**src/rtl/ioc_queue_ctrl.sv**
```systemverilog
module ioc_queue_ctrl #(
  parameter int DEPTH = 4,
  parameter int PTR_W = 2,
  parameter int CNT_W = 3
) (
  input  logic             clk,
  input  logic             rst,
  input  logic             push_req,
  input  logic             pop,
  output logic             push,
  output logic             full,
  output logic [PTR_W-1:0] wr_ptr,
  output logic [PTR_W-1:0] rd_ptr,
  output logic [CNT_W-1:0] count
);
  localparam logic [PTR_W-1:0] LAST = PTR_W'(DEPTH - 1);
  localparam logic [CNT_W-1:0] CAP  = CNT_W'(DEPTH);

  function automatic logic [PTR_W-1:0] bump(input logic [PTR_W-1:0] p);
    return (p == LAST) ? '0 : p + 1'b1;
  endfunction

  // Fullness is judged on the count at the start of the cycle.
  assign full = (count == CAP);
  assign push = push_req && !full;

  always_ff @(posedge clk) begin
    if (rst) begin
      wr_ptr <= '0;
      rd_ptr <= '0;
      count  <= '0;
    end else begin
      if (push) wr_ptr <= bump(wr_ptr);
      if (pop)  rd_ptr <= bump(rd_ptr);
      case ({push, pop})
        2'b10:   count <= count + 1'b1;
        2'b01:   count <= count - 1'b1;
        default: count <= count;
      endcase
    end
  end

  AST_POP_NONEMPTY: assert property (@(posedge clk) disable iff (rst)
    pop |-> count != '0);
  AST_COUNT_LIMIT: assert property (@(posedge clk) disable iff (rst)
    count <= CAP);
endmodule

```
**config.mk**
```make
export PLATFORM = sky130hd
export DESIGN_NAME = ioc_queue_ctrl
export DESIGN_NICKNAME = d
export VERILOG_FILES = /design/src/rtl/ioc_queue_ctrl.sv
export SDC_FILE = /design/constraint.sdc
export NUM_CORES = 1
export LEC_CHECK = 0
export BUFFER_PORTS_ARGS = -buffer_cell sky130_fd_sc_hd__buf_2
export CAP_MARGIN = 20
export CELL_PAD_IN_SITES_DETAIL_PLACEMENT = 1
export CELL_PAD_IN_SITES_GLOBAL_PLACEMENT = 1
export CORE_AREA = 2 2 39 41
export DETAILED_ROUTE_END_ITERATION = 16
export DIE_AREA = 0 0 41 43
export PLACE_DENSITY = 0.65
export SETUP_SLACK_MARGIN = 0.3
export SYNTH_ARGS = -nofsm -noshare
export SYNTH_HDL_FRONTEND = slang
export SYNTH_SLANG_ARGS = --single-unit
```
**constraint.sdc**
```tcl
create_clock -name clk -period 2.5 [get_ports clk]
set_clock_uncertainty 0.15 [all_clocks]
set_input_delay 0.25 -clock clk [delete_from_list [all_inputs] [get_ports clk]]
set_output_delay 0.25 -clock clk [all_outputs]
set_load 0.03 [all_outputs]
```
### Word level (Yosys, flattened, before mapping)

Index checks and enable logic that the tools add are counted.

| storage, ports and cells | value |
|---|---|
| input port bits | 4 |
| flip-flop bits (word level) | 7 |
| word-level logic and storage cells | 18 |
| output and inout bits | 9 |

| operators by class | value |
|---|---|
| $add $sub $neg | 4 |
| reduce and logical (&&, ||, !) cells | 3 |
| multiplexer cells | 3 |
| equality and inequality tests | 5 |

Operators with widths:

| operator | count |
|---|---|
| == test 2 bit (second input constant) | 3 |
| case mux 3 bit (2 select lines) | 1 |
| adder 2 x 1 -> 2 bit (second input constant) | 2 |
| two-way mux 2 bit | 2 |
| adder 3 x 1 -> 3 bit (second input constant) | 1 |
| == test 3 bit (second input constant) | 1 |
| subtractor 3 x 1 -> 3 bit (second input constant) | 1 |
| == test 2 x 1 -> 1 bit (second input constant) | 1 |
| nonzero test 2 bit | 1 |
| logical AND 1 bit | 1 |
| zero test 1 bit | 1 |

### Depth between registers and ports, before layout

| depth | value |
|---|---|
| depth after elaboration | 5 |
| gate-level depth with buffers | 8 |
| mapped depth without buffers | 8 |

### Least setup slack after synthesis

No wires, ideal clock.

| timing | value |
|---|---|
| path type | reg-to-reg |
| start point | register count[2] |
| end point | register count[2] |
| path buffers | 0 |
| stages on the path, launching flop included | 9 |
| period minus slack after synthesis | 2,405 ps |
| arrival time | 2,185 ps |
| slack | 95 ps |
| required time | 2,280 ps |
| setup time | 70 ps |
| cell sequence | dfxtp_1 or3b_4 nand2_4 ha_1 inv_1 fa_1 xor2_1 or3_1 a21oi_1 |

| between the ends | value |
|---|---|
| cells in the longest elaborated chain, start to end | 5 |
| elaborated cells on any way between the ends | 9 |
| classes of those cells | 2 x add/sub; 3 x eq/ne; 1 x mux; 3 x reduce/logical |

Ends and longest elaborated chain:

| what | line | RTL |
|---|---|---|
| start, declared | 14 | `output logic [CNT_W-1:0] count` |
| start signal, assigned | 36 | `2'b10: count <= count + 1'b1;` |
| start signal, assigned | 37 | `2'b01: count <= count - 1'b1;` |
| start signal, assigned | 38 | `default: count <= count;` |
| == test 3 bit | 24 | `assign full = (count == CAP);` |
| zero test 1 bit | 25 | `assign push = push_req && !full;` |
| logical AND 1 bit | 25 |  |
| == test 2 x 1 -> 1 bit / == test 2 bit (equally long branches) | 35 | `case ({push, pop})` |
| case mux 3 bit (2 select lines) / nonzero test 2 bit (equally long branches) | - |  |

Several ways; a longest one is shown, not always the timed one.
A chain may end at the register's enable or synchronous reset.

### Worst setup path after layout

| timing | value |
|---|---|
| start point | register count[1] |
| end point | register count[2] |

The elaborated chain is that of the path after synthesis.

==> flow_summary.yaml <==
finish:
  stdcell_area_um2: 533
  number_of_inserted_filler_cells_in_the_final_layout: 172
  layout.nets: 70
  register_area_um2: 146
  mostFrequentLayoutCell: "buf_2"
  layout-drive-gt1-share_pct: 50.8
  synthToLayoutAreaGrowth_pct: 40.6
  area_used_by_multi_input_combinational_logic_um2: 223
  final_cells: 77
  mostFrequentLayoutCells: "buf_2, inv_1, nor2_1, dfxtp_1, buf_4"
  n_antenna_cell: 0
setup_path:
  worst-r2r-cell-count: 8
  cp.required_ns: 2.53
  worst_r2r_endpoint: "count[2]"
  timing.critical_path.cells: "or3b_4 -> nand2_4 -> ha_4 -> inv_1 -> fa_2 -> xor2_1 -> or3_1 -> a21oi_1"
  worstSetupStartpoint: "count[1]"
  setup.worst_path.end_class: "flop"
  critical_path_class: "reg -> reg"
  reg2reg_from: "count[1]"
  critPathSlowestCell: "or3b_4"
  peak_fanout_along_the_critical_path: 4
  crit_path_start_kind: "flop"
  critPathMaxStageDelay_ns: 0.41
  r2r_slack_ns: 0.37
  crit_arrival_ns: 2.16
  crit_end: "count[2]"
global_route:
  busiest_layer: "met2"
  gr-usage-met2_pct: 16.6
  grt_overflow_total: 0
  grt_start_max_net_pins: 9
  met1_usage_pct: 12.6
  grt_antenna_before_repair: 0
  grt.met3_usage_pct: 9.42
  global_route_total_usage_across_every_layer_pct: 12.0
  number_of_global_route_vias_before_repair: 319
  wire_length_of_the_first_global_routing_pass_mm: 1.30
timing:
  hold_violations: 0
  slew_headroom_pct: 88.9
  final_period_minus_worst_setup_slack_ns: 2.13
  setup_total_negative_slack_ns: 0
  tightestPinTransition_ns: 0.166
  grt_setup_unrepaired: "true"
  max_slew_violation_total_from_the_final_report: 0
  post-route-period-util_pct: 85.1
  max_freq_ghz: 0.470
  finalSetupViolCount: 0
clock_tree:
  clkSinkCount: 7
  post_cts_resize_count: 0
  numCtsBuffers: 3
  worst_skew_pair_latency_ns: 0.25
  tritoncts: "built"
  clk_transition_reported_paths_ns: 0.05
  cts-root-to-sink-buffers: 2
  htreeDepth: 1
  cts.root.buffer_cell: "clkbuf_4"
place:
  placement.cell_area_um2: 477
  port_buffers: 12
  placed_cells: 69
  gp_routability_congestion: 0.602
  dp_hpwl_um: 592
power_and_ir_drop:
  p_leak_nw: 0.265
  p_per_area_nw_per_um2: 784
  ir_drop_worst_case_vdd_mv: 0.314
detailed_routing:
  first_iter_violations: 2
  vias_per_cell: 4.42
  routed-via-count: 340
  wl_per_cell_um: 10.2
  detailedRoute.firstPassIterationCount: 2
  final_antenna_net_count: 0
  route.final.wire_length_um: 784
  post-route-drc-count: 0
synthesis:
  synth_nets: 50
  seq_area_frac_synth_pct: 37.0
  synthDistinctLibCells: 21
  postSynthRegisterBits: 7
  synth.yosys.warnings: 0
  netlist_area_um2: 379
  syn_inst: 42
  synthesis.area_per_instance_um2: 9.03
worst_hold_path:
  hp-class: "in -> reg"
floorplan:
  pin_count: 13
  start_util_pct: 27.4
  floorplan.rows: 14
  dieHeight_um: 43
  die-area_um2: 1760
  die_x_um: 41
  core_area_um2: 1380
job:
  cap_violations: 0
status:
  outcome: "complete, no violations"
-- synthesized netlist by cell type (all sizes together) --
library cell | number | share of area [%]
dfxtp | 7 | 37
inv | 6 | 5.9
nor2 | 5 | 5.0
a21oi | 4 | 6.3
ha | 3 | 9.9
o21ai | 3 | 5.9
nand3 | 2 | 2.6
xor2 | 2 | 4.6
clkbuf | 1 | 0.99
clkinv | 1 | 1.3
fa | 1 | 5.3
mux2i | 1 | 2.6
nand2 | 1 | 3.0
nand2b | 1 | 1.7
nor3 | 1 | 1.3
nor3b | 1 | 2.0
or3 | 1 | 1.7
or3b | 1 | 3.0
-- critical path, delay by kind of cell, from the launching register on --
kind	cells	cell delay, ns
simple gates	3	0.80
fa+ha+maj	2	0.46
compound gates	1	0.12
flops	1	0.33
xor+xnor	1	0.15
buf+inv	1	0.04
-- registers in the layout, summed over array words and instances, names as in the netlist --
signal / cells
count: 3
rd_ptr: 2
wr_ptr: 2
-- cell families after synthesis --
kind of cell / after synthesis / synth area share [%]
buffers and inverters: 8 / 8.25
multiplexers: 1 / 2.64
adder cells (fa/ha/maj): 4 / 15.2
XOR/XNOR: 2 / 4.62
AO/OA/AOI/OAI: 7 / 12.2
AND/OR/NAND/NOR: 13 / 20.1
flip-flops: 7 / 37.0
-- final cells by class --
cell class              count  area share (%)
clock buffers               4            4.93
inverters                   7            5.16
multi-input cells          27            41.8
flip-flops and latches      7            27.5
well taps                  16            3.76
repair buffers             16            16.9
-- layer usage --
layer | share of wire, % | wire, um
met5 | 0 | 0
met4 | 2.0 | 16
met3 | 8.0 | 63
met2 | 49 | 385
met1 | 41 | 319
-- how the worst min path moves through the flow --
stage | start | to | slack, ns | depth (start not counted)
after floorplan | push_req | wr_ptr[0] | 0.24 | 2
after global placement | wr_ptr[1] | wr_ptr[1] | 0.33 | 2
after detailed placement | wr_ptr[1] | wr_ptr[1] | 0.34 | 2
after CTS | rst | wr_ptr[1] | 0.11 | 2
after global routing | rst | wr_ptr[1] | 0.11 | 2
final | rst | wr_ptr[1] | 0.10 | 2
-- power breakdown --
group	internal, W	switching (W)
Combinational	0.0000667	0.0000984
Clock	0.0000611	0.0000440
Sequential	0.000132	0.0000158
Total	0.000260	0.000158
-- stage by stage --
| step | setup slack [ns] | hold WS [ns] | utilization, % | total power (W) |
|---|---|---|---|---|
| after global placement | 0.366 | 0.334 | 34.4 | 0.000301 |
| after global routing | 0.270 | 0.107 | 38.5 | 0.000457 |
| final | 0.372 | 0.104 | 38.5 | 0.000418 |
| after CTS | 0.319 | 0.108 | 36.3 | 0.000413 |
| after floorplan | 0.335 | 0.243 | - | 0.000264 |
| after detailed placement | 0.333 | 0.340 | 34.4 | 0.000304 |
-- what timing repair did --
| item | in CTS | in global routing |
|---|---|---|
| hold buffers | 0 | 0 |
| endpoints found under the setup margin | 0 | 1 |
| setup buffers | 0 | 4 |
Power figures use the tool's default switching activity.
